$ cat src/rtl/spi_regbus_pkg.sv
package spi_regbus_pkg;

    parameter int unsigned RB_ADDR_W = 6;
    parameter int unsigned RB_DATA_W = 8;
    localparam int unsigned RB_CNT_W = $clog2(RB_DATA_W);

    typedef enum logic [1:0] {
        PH_IDLE = 2'd0,
        PH_CMD  = 2'd1,
        PH_DATA = 2'd2
    } phase_e;

    typedef struct packed {
        phase_e                 phase;
        logic [RB_CNT_W-1:0]    bit_cnt;
        logic [RB_DATA_W-2:0]   rx_sh;
        logic [RB_DATA_W-1:0]   tx_sh;
        logic                   rd;
        logic                   mb;
        logic [RB_ADDR_W-1:0]   addr;
        logic                   post;
        logic                   adv;
        logic                   load;
        logic                   we;
        logic [RB_DATA_W-1:0]   wdata;
        logic [RB_ADDR_W-1:0]   waddr;
        logic                   err;
        logic                   oe;
        logic                   sclk_prev;
        logic                   cs_prev;
    } rb_state_t;

endpackage

$ cat src/rtl/spi_sync_bits.sv
module spi_sync_bits #(
    parameter int unsigned WIDTH   = 3,
    parameter int unsigned STAGES  = 2,
    parameter logic [WIDTH-1:0] RST_VAL = '0
) (
    input  logic             clk,
    input  logic             rst_n,
    input  logic [WIDTH-1:0] d,
    output logic [WIDTH-1:0] q
);
    for (genvar b = 0; b < WIDTH; b++) begin : g_bit
        logic [STAGES-1:0] chain_q;
        always_ff @(posedge clk or negedge rst_n) begin
            if (!rst_n) chain_q <= {STAGES{RST_VAL[b]}};
            else        chain_q <= {chain_q[STAGES-2:0], d[b]};
        end
        assign q[b] = chain_q[STAGES-1];
    end
endmodule

$ cat src/rtl/spi_addr_check.sv
module spi_addr_check #(
    parameter int unsigned ADDR_W   = 6,
    parameter int unsigned MAX_ADDR = 57
) (
    input  logic [ADDR_W-1:0] addr,
    output logic              valid
);
    localparam logic [ADDR_W-1:0] LIMIT = ADDR_W'(MAX_ADDR);
    assign valid = (addr <= LIMIT);
endmodule

$ cat src/rtl/spi_regbus_slave.sv
module spi_regbus_slave
    import spi_regbus_pkg::*;
#(
    parameter int unsigned ADDR_W      = RB_ADDR_W,
    parameter int unsigned DATA_W      = RB_DATA_W,
    parameter int unsigned MAX_ADDR    = 57,
    parameter int unsigned SYNC_STAGES = 2
) (
    input  logic              clk,
    input  logic              rst_n,
    input  logic              sclk,
    input  logic              cs_n,
    input  logic              mosi,
    output logic              miso,
    output logic              miso_oe,
    output logic [ADDR_W-1:0] reg_addr,
    output logic [DATA_W-1:0] reg_wdata,
    output logic              reg_we,
    input  logic [DATA_W-1:0] reg_rdata,
    output logic              addr_err
);
    localparam int unsigned CNT_W = RB_CNT_W;
    localparam logic [CNT_W-1:0] LAST_BIT = CNT_W'(DATA_W - 1);

    logic [2:0] sync_q;
    logic       cs_lvl, sclk_lvl, mosi_lvl;
    logic       sclk_rise, sclk_fall, cs_fall;
    logic       addr_ok;
    logic [DATA_W-1:0] byte_v;
    rb_state_t  s_d, s_q;

    spi_sync_bits #(
        .WIDTH  (3),
        .STAGES (SYNC_STAGES),
        .RST_VAL(3'b100)
    ) sync_i (
        .clk  (clk),
        .rst_n(rst_n),
        .d    ({cs_n, sclk, mosi}),
        .q    (sync_q)
    );

    assign cs_lvl   = sync_q[2];
    assign sclk_lvl = sync_q[1];
    assign mosi_lvl = sync_q[0];

    assign sclk_rise = sclk_lvl & ~s_q.sclk_prev;
    assign sclk_fall = ~sclk_lvl & s_q.sclk_prev;
    assign cs_fall   = ~cs_lvl & s_q.cs_prev;

    spi_addr_check #(
        .ADDR_W  (ADDR_W),
        .MAX_ADDR(MAX_ADDR)
    ) chk_addr_i (
        .addr (s_q.addr),
        .valid(addr_ok)
    );

    always_comb begin
        s_d           = s_q;
        s_d.we        = 1'b0;
        s_d.err       = 1'b0;
        s_d.load      = 1'b0;
        s_d.post      = 1'b0;
        s_d.sclk_prev = sclk_lvl;
        s_d.cs_prev   = cs_lvl;
        byte_v        = {s_q.rx_sh, mosi_lvl};

        if (cs_lvl) begin
            s_d.phase   = PH_IDLE;
            s_d.bit_cnt = '0;
            s_d.tx_sh   = '0;
            s_d.oe      = 1'b0;
            s_d.adv     = 1'b0;
        end else begin
            s_d.oe = 1'b1;
            if (cs_fall) begin
                s_d.phase   = PH_CMD;
                s_d.bit_cnt = '0;
                s_d.tx_sh   = '0;
                s_d.rd      = 1'b0;
                s_d.mb      = 1'b0;
                s_d.adv     = 1'b0;
            end else begin
                // step after a byte: advance index, then fetch read data
                if (s_q.post) begin
                    if (s_q.adv) s_d.addr = s_q.addr + 1'b1;
                    if (s_q.rd)  s_d.load = 1'b1;
                end
                if (s_q.load) begin
                    s_d.tx_sh = addr_ok ? reg_rdata : '0;
                end
                if (sclk_fall && s_q.phase == PH_DATA && s_q.bit_cnt != '0) begin
                    s_d.tx_sh = {s_q.tx_sh[DATA_W-2:0], 1'b0};
                end
                if (sclk_rise && s_q.phase != PH_IDLE) begin
                    s_d.bit_cnt = s_q.bit_cnt + 1'b1;
                    s_d.rx_sh   = byte_v[DATA_W-2:0];
                    if (s_q.bit_cnt == LAST_BIT) begin
                        s_d.post = 1'b1;
                        if (s_q.phase == PH_CMD) begin
                            s_d.rd    = byte_v[DATA_W-1];
                            s_d.mb    = byte_v[DATA_W-2];
                            s_d.addr  = byte_v[ADDR_W-1:0];
                            s_d.adv   = 1'b0;
                            s_d.phase = PH_DATA;
                        end else begin
                            s_d.adv = s_q.mb;
                            if (!addr_ok) begin
                                s_d.err = 1'b1;
                            end else if (!s_q.rd) begin
                                s_d.we    = 1'b1;
                                s_d.wdata = byte_v;
                                s_d.waddr = s_q.addr;
                            end
                        end
                    end
                end
            end
        end
    end

    always_ff @(posedge clk or negedge rst_n) begin
        if (!rst_n) begin
            s_q           <= '0;
            s_q.phase     <= PH_IDLE;
            s_q.cs_prev   <= 1'b1;
        end else begin
            s_q <= s_d;
        end
    end

    assign miso      = s_q.tx_sh[DATA_W-1];
    assign miso_oe   = s_q.oe;
    assign reg_we    = s_q.we;
    assign reg_wdata = s_q.wdata;
    assign reg_addr  = s_q.we ? s_q.waddr : s_q.addr;
    assign addr_err  = s_q.err;

endmodule

$ cat config.mk
export PLATFORM = sky130hd
export DESIGN_NAME = spi_regbus_slave
export DESIGN_NICKNAME = d
export VERILOG_FILES = /design/src/rtl/spi_regbus_pkg.sv /design/src/rtl/spi_sync_bits.sv /design/src/rtl/spi_addr_check.sv /design/src/rtl/spi_regbus_slave.sv
export SDC_FILE = /design/constraint.sdc
export NUM_CORES = 1
export LEC_CHECK = 0
export ABC_AREA = 0
export BUFFER_PORTS_ARGS = -buffer_cell sky130_fd_sc_hd__buf_2
export CAP_MARGIN = 20
export CORE_UTILIZATION = 36
export DETAILED_ROUTE_END_ITERATION = 10
export PLACE_DENSITY = 0.62
export SLEW_MARGIN = 25
export SYNTH_ARGS = -nofsm -noshare
export SYNTH_HDL_FRONTEND = slang
export SYNTH_SLANG_ARGS = --single-unit
export TNS_END_PERCENT = 100
$ cat constraint.sdc
create_clock -name clk -period 3.8 [get_ports clk]
set_input_delay 0.57 -clock clk [delete_from_list [all_inputs] [get_ports clk]]
set_output_delay 0.57 -clock clk [all_outputs]
set_load 0.02 [all_outputs]
# Yosys cells after proc, flatten, opt, wreduce, memory -nomap -nowiden
# Cells that the tools add are included.
# classes
n_addsub,2
order_cmp,1
n_eq_ne,3
muxes,32
bitwise,9
n_reduce_logical,18
# op_table
op,n
$mux 16,3
$mux 8,5
$mux 17,2
$mux 10,3
$mux 15,2
$mux 6,3
$mux 12,1
$reduce_bool 3->1,4
$mux 5,2
$mux 1,9
$reduce_bool 2->1,4
$reduce_and 7->1,1
$add 6x1->6 const B,1
$le 6x6->1 const B,1
$not 1->1,6
$reduce_and 3->1,2
$mux 2,2
$reduce_and 2->1,2
$reduce_and 4->1,1
$reduce_bool 4->1,1
$add 3x1->3 const B,1
$and 1x1->1,3
$eq 3x3->1 const B,1
$logic_and 1x1->1,3
other kinds (2),2
# word_totals
register_bits,56
input_bits,13
output_inout_bits,18
word_cells,85

# Longest topological paths before layout
# Gate-level depths: netlist of run 1.
# depth
depth_word,8
mapped_depth,7
depth_no_buf,6

# Hierarchy
# A second synthesis of run 1 with hierarchy kept.
# hier_totals
hier_cells,209
hier_area_um2,2602.5
# by_module_without_submodules
module,n_inst,cells_per_inst,area_per_inst_um2,seq_area_each_um2
spi_regbus_slave,1,199,2412.3,1252.5
spi_sync_bits,1,9,175.2,152.6
spi_addr_check,1,1,15.0,0.0

# Worst setup path before layout of run 1
# Ideal clock, no wire load.
# synth_path
kind,reg-to-reg
start,reg s_q[0] (netlist name)
end,reg s_q (netlist bit reg_wdata[0])
setup_time_ns,0.125
t_arrival_ns,1.750
t_required_ns,3.675
setup_slack_ns,1.925
stages_incl_launch_ff,7
path_cell_list,dfstp_2 -> or2_0 -> buf_6 -> nor3_4 -> nand4_4 -> buf_6 -> mux2_4
# synth_via
elab_chain_len,3
# synth_rtl
element,line,source
"start, declared",spi_regbus_slave.sv:30,"rb_state_t s_d, s_q;"
$and 1x1->1,spi_regbus_slave.sv:49,assign cs_fall = ~cs_lvl & s_q.cs_prev;
$not 1->1 (no source line),--,
$reduce_and 7->1 (no source line),--,
# No other way between the ends.
# A chain may end at the register's enable or synchronous reset.

# Final worst setup path of run 1
# Same ends and word-level chain as after synthesis.

==> results of run 1 <==
[cells in the mapped netlist, drive strengths merged, types with 3 or more instances]
master,n
dfrtp,53
mux2,21
o21ai,21
a21oi,16
inv,13
nand2,11
buf,10
nor2,9
nor2b,9
a31oi,7
ha,6
clkbuf,5
mux2i,4
nand3,4
a22o,3
and3,3
dfstp,3
nand4,3
[logic make-up (layout without fill, tap and decap cells)]
logic type,after synthesis,after routing,synth area share
AO/OA/AOI/OAI,53,53,0.118
XOR/XNOR,1,1,0.00338
adder cells (fa/ha/maj),6,6,0.0290
buffers and inverters,28,53,0.0580
flip-flops,56,56,0.543
multiplexers,25,25,0.120
AND/OR/NAND/NOR,54,54,0.129
[final cells by class]
class	instances	area, µm²
Fill cell	676	4010
Sequential cell	56	1410
Multi-Input combinational cell	139	1030
Timing Repair Buffer	32	165
Tap cell	96	120
Clock buffer	8	90.1
Inverter	13	48.8
[per-layer routing]
layer  vias to the layer above  GRT usage
met3                         6     0.0286
li1                        823          -
met2                        24      0.205
met4                         0     0.0455
met5                         -          0
met1                       781      0.210
[registers in the layout, summed over array words and instances, names as in the netlist]
| signal | cells |
|---|---|
| miso_oe | 1 |
| s_q | 31 |
| miso | 1 |
| reg_we | 1 |
| byte_v | 7 |
| sync_i.g_bit.chain_q | 6 |
| reg_wdata | 8 |
| addr_err | 1 |
[where the power goes]
group | internal [mW] | switching, mW | total (mW)
Clock | 0.149 | 0.183 | 0.332
Combinational | 0.0137 | 0.0287 | 0.0424
Sequential | 0.607 | 0.0101 | 0.618
Total | 0.770 | 0.221 | 0.992
[path summary, 6_finish.rpt]
check                           depth (start not counted)  slack [ns]                  startpoint                          to
worst max-delay path                                    4        1.38                      s_q[0]                reg_wdata[0]
min in group clk                                        1        0.35                        cs_n  sync_i.g_bit[2].chain_q[0]
worst max register to register                          4        1.38                      s_q[0]                reg_wdata[0]
worst min register to register                          0        0.35  sync_i.g_bit[1].chain_q[0]  sync_i.g_bit[1].chain_q[1]
max in group asynchronous                               2        2.72                       rst_n                     s_q[20]
worst min-delay path                                    1        0.27                       rst_n                reg_wdata[4]
==> metrics.txt, run 1 <==
worst stage delay on the critical path between 0.5 and 0.6 ns; Crit. End Element register; I/O pin count 31; DR WL met3 roughly 120 µm; CTS root buffer clkbuf_8; initial antenna violation count 0; fmax approximately 410 MHz; CTS H-tree lvls 2; CTS sink count 56; Starting Density 0.377; vias per inst about 4.8; Max-Cap Viols 0; LEAKAGE roughly 1.4 nW; port buffer count 30; Post-synth ARST share 1.00; critical path type register to register; WL final roughly 4700 µm; Avg WL per Cell approximately 14 µm; placed cell area around 2800 µm²; leading cell type in the layout, fill and taps excluded dfrtp_1; Total GRT Usage 0.141; setup ws final ~1.4 ns; die area between 7000 and 8000 µm²; DRT antenna net count 0; Crit path max-delay family simple AND/OR/NAND/NOR gates; DR pass1 iterations 4; RePlAce Congestion a little under 0.8; buffers plus inverters on the worst setup path 0; cell count after synthesis approximately 220; drt first-iter violations 89; Final min period ~2.4 ns; top-area cell type share of the netlist area 0.512; global route overflow 0; final worst path period share 0.637; wire length on met2 roughly 2000 µm; worst hold margin 0.265 ns; CTS tree done; Cell variety after synth 40; Synth Register Bits 56; DRC 0; Design Area, Final 2860 µm²; Core Region ~7000 µm²; top_reg_cell synth dfrtp_1; top layer in use met4; clock latency at the later pin of the worst-skew pair 0.31 ns; worst-margin pin slew 0.991 ns; final hold violation count 0; syn nets between 200 and 250; Post-DP HPWL ~3300 µm; kind of start point of the critical path register; global-route wire length before repair 8110 µm; CP max-delay cell or2_0; worst-path cell chain or2_0 -> nor3_4 -> nand4_4 -> mux2_4; routed metal-1 wire length about 2500 µm; Yosys top cell by area dfrtp_1; crit path DAT 2.62 ns; post-route setup TNS 0 ns; hold buffers post-CTS 0; clock slew at reported path FFs around 0.090 ns; Setup Buffers After CTS 0; worst slack, placed between 1 and 1.5 ns; synthesized cell area around 2600 µm²; Total Power ~0.99 mW; Worst EP required approximately 4 ns; Synth area leaders dfrtp_1 51%, mux2_4 5.2%, mux2_2 5.2%; worst-path fanout max 15; share of synthesized area occupied by flip-flops and latches 0.543; Area Overhead vs Synth 10.6%; RSZ-0062 raised after global routing no; worst vdd ir 0.133 mV; via count 1634; Post-synth EDFFs 0; Die W between 80 and 90 µm; status completed; CTS Buffer Depth 2; vias in the first global route between 1500 and 2000; utilization after layout 0.417; Post-Syn Area per Cell 11.6 µm²; ANT cells 0; non-filler cells, final about 340; Die Span Y about 87 µm; YS warnings 0; largest net degree at the start of global routing 30; post-cts resize count 0; final slew viol count 0; Placed Cells approximately 340; share of cells above drive strength 1 0.266; Setup Viol. Count Final 0; worst rel slew slack 0.339; pwr/cell area between 300 and 400 nW/µm²; leading cell types in the layout, fill and taps excluded 53 x dfrtp_1, 30 x buf_2, 19 x o21ai_0; Layout Skew 0.0108 ns; Layout Nets about 270; cts bufs inserted 5; worst hold path type input pin to asynchronous set/reset pin; Rows 30
No activity file was read; power rests on OpenSTA's default activity.
==> run 2: changes to the inputs <==
--- a/config.mk
+++ b/config.mk
@@ -10,7 +10,7 @@
 export CAP_MARGIN = 20
 export CORE_UTILIZATION = 36
 export DETAILED_ROUTE_END_ITERATION = 10
-export PLACE_DENSITY = 0.62
+export PLACE_DENSITY = 0.64
 export SLEW_MARGIN = 25
 export SYNTH_ARGS = -nofsm -noshare
 export SYNTH_HDL_FRONTEND = slang
==> constraint.sdc (replaced) <==
create_clock -name clk -period 2 [get_ports clk]
set_input_delay 0.3 -clock clk [delete_from_list [all_inputs] [get_ports clk]]
set_output_delay 0.3 -clock clk [all_outputs]
set_load 0.02 [all_outputs]
==> metrics.txt, run 2 (synthesis gave the netlist of run 1 again) <==
Die W approximately 87 µm; worst hold path type input pin to register; DRC 0; Crit. End Element register; post-route setup TNS 0 ns; Total GRT Usage 0.139; I/O pin count 31; Area Overhead vs Synth 13.5%; final worst path period share 0.919; Starting Density 0.377; Worst EP required about 2.2 ns; buffers plus inverters on the worst setup path 1; share of cells above drive strength 1 0.294; Final min period about 1.8 ns; CTS H-tree lvls 2; Setup Viol. Count Final 0; worst-path cell chain inv_1 -> ha_1 -> nor2_1 -> o21ai_2 -> nand4_4 -> mux2_4; vias per inst between 4 and 5; Die Span Y between 80 and 90 µm; cts bufs inserted 5; vias in the first global route approximately 1700; # fillers roughly 670; DR pass1 iterations 4; drt first-iter violations 76; Core Region between 6000 and 7000 µm²; CTS Buffer Depth 2; leading cell type in the layout, fill and taps excluded dfrtp_1; worst stage delay on the critical path 0.43 ns; Rows 30; DRT antenna net count 0; worst-margin pin slew 0.466 ns; CTS tree done; clock slew at reported path FFs ~0.12 ns; crit path DAT 2.06 ns; Total Power ~1.9 mW; final hold violation count 0; via count approximately 1700; critical path type register to register; max reg flops 31; utilization after layout 0.428; RePlAce Congestion between 0.7 and 0.8; multi-input logic area 1040 µm²; top layer in use met4; Max-Cap Viols 0; kind of start point of the critical path register; worst-path fanout max 15; Layout Nets 273; leading cell types in the layout, fill and taps excluded 53 x dfrtp_1, 30 x buf_2, 19 x o21ai_0; ANT cells 0; status completed; global route overflow 0; die area 7540 µm²; Post-DP HPWL 3290 µm; DR WL met3 158 µm; CTS sink count 56; clock latency at the later pin of the worst-skew pair 0.32 ns; FF+latch area between 1000 and 1500 µm²; Reg with most FFs s_q; wire length on met2 between 2000 and 2500 µm; port buffer count 30; routed metal-1 wire length 2190 µm; CP max-delay cell dfrtp_1; initial antenna violation count 0; WL final ~4800 µm; R2R setup slack around 0.16 ns; pwr/cell area around 650 nW/µm²; worst vdd ir roughly 0.34 mV; largest net degree at the start of global routing between 50 and 60; RSZ-0062 raised after global routing no; global-route wire length before repair 8000 µm; CTS root buffer clkbuf_8; Crit path max-delay family flip-flops; Avg WL per Cell 13.6 µm; worst rel slew slack 0.688; Layout Skew 0.0139 ns; fmax roughly 540 MHz; LEAKAGE approximately 1.4 nW; final slew viol count 0
## run 2: cell count changes in the layout (fill, tap and decap cells not counted), sizes merged
cell,delta
clkinvlp,+1
dlygate4sd3,+1
clkinv,+1
buf,+6
inv,+1
clkbuf,-3
## run 2: final timing paths
check | from | end | cells after the start
setup / recovery | s_q[23] | s_q[7] | 6
hold / removal | cs_n | sync_i.g_bit[2].chain_q[0] | 1
setup reg to reg | s_q[23] | s_q[7] | 6
hold reg to reg | sync_i.g_bit[2].chain_q[0] | sync_i.g_bit[2].chain_q[1] | 0
max in group asynchronous | rst_n | sync_i.g_bit[2].chain_q[0] | 3
min in group asynchronous | rst_n | reg_wdata[3] | 3
## run 2: layout make-up
type / count / share of cell area
well taps: 96 / 0.0409
inverters: 13 / 0.0166
multi-input cells: 139 / 0.353
clock buffers: 5 / 0.0234
clock inverters: 3 / 0.00936
flip-flops and latches: 56 / 0.478
repair buffers: 39 / 0.0791
## run 2: metrics by stage
stage / cells / cell area (µm²) / hold WS [ns] / worst slack, ns
floorplan: 223 / 2590 / 0.00441 / 0.125
global placement: 340 / 2820 / 0.320 / 0.158
finish: 351 / 2940 / 0.0703 / 0.162
CTS: 349 / 2920 / 0.0637 / 0.105
detailed placement: 340 / 2820 / 0.325 / 0.133
global route: 351 / 2940 / 0.0592 / 0.0490
## run 2: repair_timing
action	4_1_cts	5_1_grt
hold buffers	1	0
buffers inserted	0	2
setup endpoints to repair	0	1
resized for setup	0	1
hold endpoints to repair	53	0
## run 2: layer usage
| metal | GRT usage | vias to the layer above |
|---|---|---|
| li1 | - | 848 |
| met1 | 0.173 | 821 |
| met2 | 0.236 | 24 |
| met3 | 0.0305 | 5 |
| met4 | 0.0545 | 0 |
| met5 | 0 | - |
## run 2: report_power, final
group | internal [mW] | switching (mW)
Sequential | 1.15 | 0.0176
Combinational | 0.0330 | 0.0554
Clock | 0.258 | 0.405
==> run 3: changes to the inputs <==
--- a/config.mk
+++ b/config.mk
@@ -8,9 +8,9 @@
 export ABC_AREA = 0
 export BUFFER_PORTS_ARGS = -buffer_cell sky130_fd_sc_hd__buf_2
 export CAP_MARGIN = 20
-export CORE_UTILIZATION = 36
+export CORE_UTILIZATION = 35
 export DETAILED_ROUTE_END_ITERATION = 10
-export PLACE_DENSITY = 0.64
+export PLACE_DENSITY = 0.62
 export SLEW_MARGIN = 25
 export SYNTH_ARGS = -nofsm -noshare
 export SYNTH_HDL_FRONTEND = slang
==> metrics.txt, run 3 (synthesis gave the netlist of run 1 again) <==
# fillers roughly 690; LEAKAGE 1.46 nW; port buffer count 30; Setup Viol. Count Final 0; kind of start point of the critical path register; FF+latch area around 1400 µm²; Crit. End Element register; worst r2r path cells 6; final hold violation count 0; DRT antenna net count 0; max reg flops 31; CTS root buffer clkbuf_8; Avg WL per Cell between 10 and 15 µm; cts bufs inserted 5; worst hold path type input pin to register; Die W 88.0 µm; fmax roughly 540 MHz; worst setup path end s_q[22]; CTS Buffer Depth 2; Reg with most FFs s_q; DRC 0; Total GRT Usage 0.136; Reg-to-Reg Start s_q[46]; global-route wire length before repair between 7000 and 8000 µm; Layout Skew between 0.01 and 0.015 ns; CTS sink count between 50 and 60; CTS H-tree lvls 2; clock slew at reported path FFs around 0.090 ns; share of cells above drive strength 1 0.289; initial antenna violation count 0; DR pass1 iterations 4; final worst path period share 0.925; Max-Cap Viols 0; leading cell type in the layout, fill and taps excluded dfrtp_1; clock latency at the later pin of the worst-skew pair 0.31 ns; largest net degree at the start of global routing 31; worst rel slew slack 0.681; leading cell types in the layout, fill and taps excluded 53 x dfrtp_1, 30 x buf_2, 19 x o21ai_0; hold depth 1; Die Span Y between 80 and 90 µm; multi-input logic area 1030 µm²; vias in the first global route 1693; post-route setup TNS 0 ns; Post-DP HPWL 3420 µm; Placed Cells between 300 and 400; beginning of the critical path s_q[46]; worst r2r dst s_q[22]; hold_sp cs_n; Design Area, Final approximately 3000 µm²; CTS tree done; critical path type register to register; final slew viol count 0; placed cell area between 2000 and 3000 µm²; vias per inst 4.87; Worst EP required around 2.2 ns; Core Region between 6000 and 7000 µm²; Layout Nets approximately 270; worst vdd ir about 0.24 mV; die area around 7700 µm²; non-filler cells, final approximately 350; worst-path fanout max 7; Final min period between 1.5 and 2 ns; I/O pin count 31; RePlAce Congestion approximately 0.77; worst slack, placed 0.128 ns; drt first-iter violations 96; WL final 4680 µm; crit path DAT 2.03 ns; Rows 30; Starting Density 0.371; ANT cells 0; setup ws final 0.150 ns; R2R setup slack 0.15 ns; via count ~1700; pwr/cell area roughly 670 nW/µm²; global route overflow 0; status completed; Area Overhead vs Synth 14.3%; RSZ-0062 raised after global routing no; worst-margin pin slew about 0.47 ns
run 3: per-stage QoR:
step | hold WS, ns | utilization | power [mW]
floorplan | 0.00441 | - | 1.23
CTS | 0.0674 | 0.422 | 2.03
global placement | 0.169 | 0.404 | 1.28
detailed placement | 0.173 | 0.404 | 1.29
finish | 0.0870 | 0.424 | 1.99
global route | 0.0631 | 0.424 | 2.08
run 3: where the power goes:
part	leakage (nW)	switching, mW	internal (mW)	total (mW)
sequential	0.755	0.0181	1.15	1.17
clock	0.0558	0.352	0.379	0.731
combinational	0.653	0.0550	0.0341	0.0891
total	1.46	0.425	1.57	1.99
run 3: worst min path at each step:
| stage | end | slack (ns) |
|---|---|---|
| finish | sync_i.g_bit[2].chain_q[0] | 0.09 |
| global route | sync_i.g_bit[2].chain_q[0] | 0.06 |
| CTS | sync_i.g_bit[2].chain_q[0] | 0.07 |
| detailed placement | reg_wdata[2] | 0.17 |
| global placement | reg_wdata[2] | 0.17 |
| floorplan | addr_err | 0.004 |
run 3: area by class of cell:
type | instances | share of cell area
clock inverters | 2 | 0.0131
well taps | 96 | 0.0406
inverters | 13 | 0.0165
clock buffers | 6 | 0.0245
multi-input cells | 139 | 0.350
repair buffers | 40 | 0.0811
flip-flops and latches | 56 | 0.475
run 3: per-layer routing:
layer	wire, µm	global-route usage
met1	2280	0.178
met2	2230	0.212
met3	93	0.0311
met5	0	0
met4	85	0.0718
run 3: what timing repair did:
action / CTS / global route
hold endpoints to repair: 7 / 0
hold buffers: 1 / 0
gates resized for setup: 0 / 0
endpoints found under the setup margin: 0 / 1
setup buffers: 0 / 2
run 3: critical path, cell delays in order, from the launching register on:
cell      delay, ns
dfrtp_1        0.38
ha_1           0.16
ha_1           0.32
nand3b_1       0.17
nor4_4         0.39
mux2i_1        0.25
a21oi_1        0.06
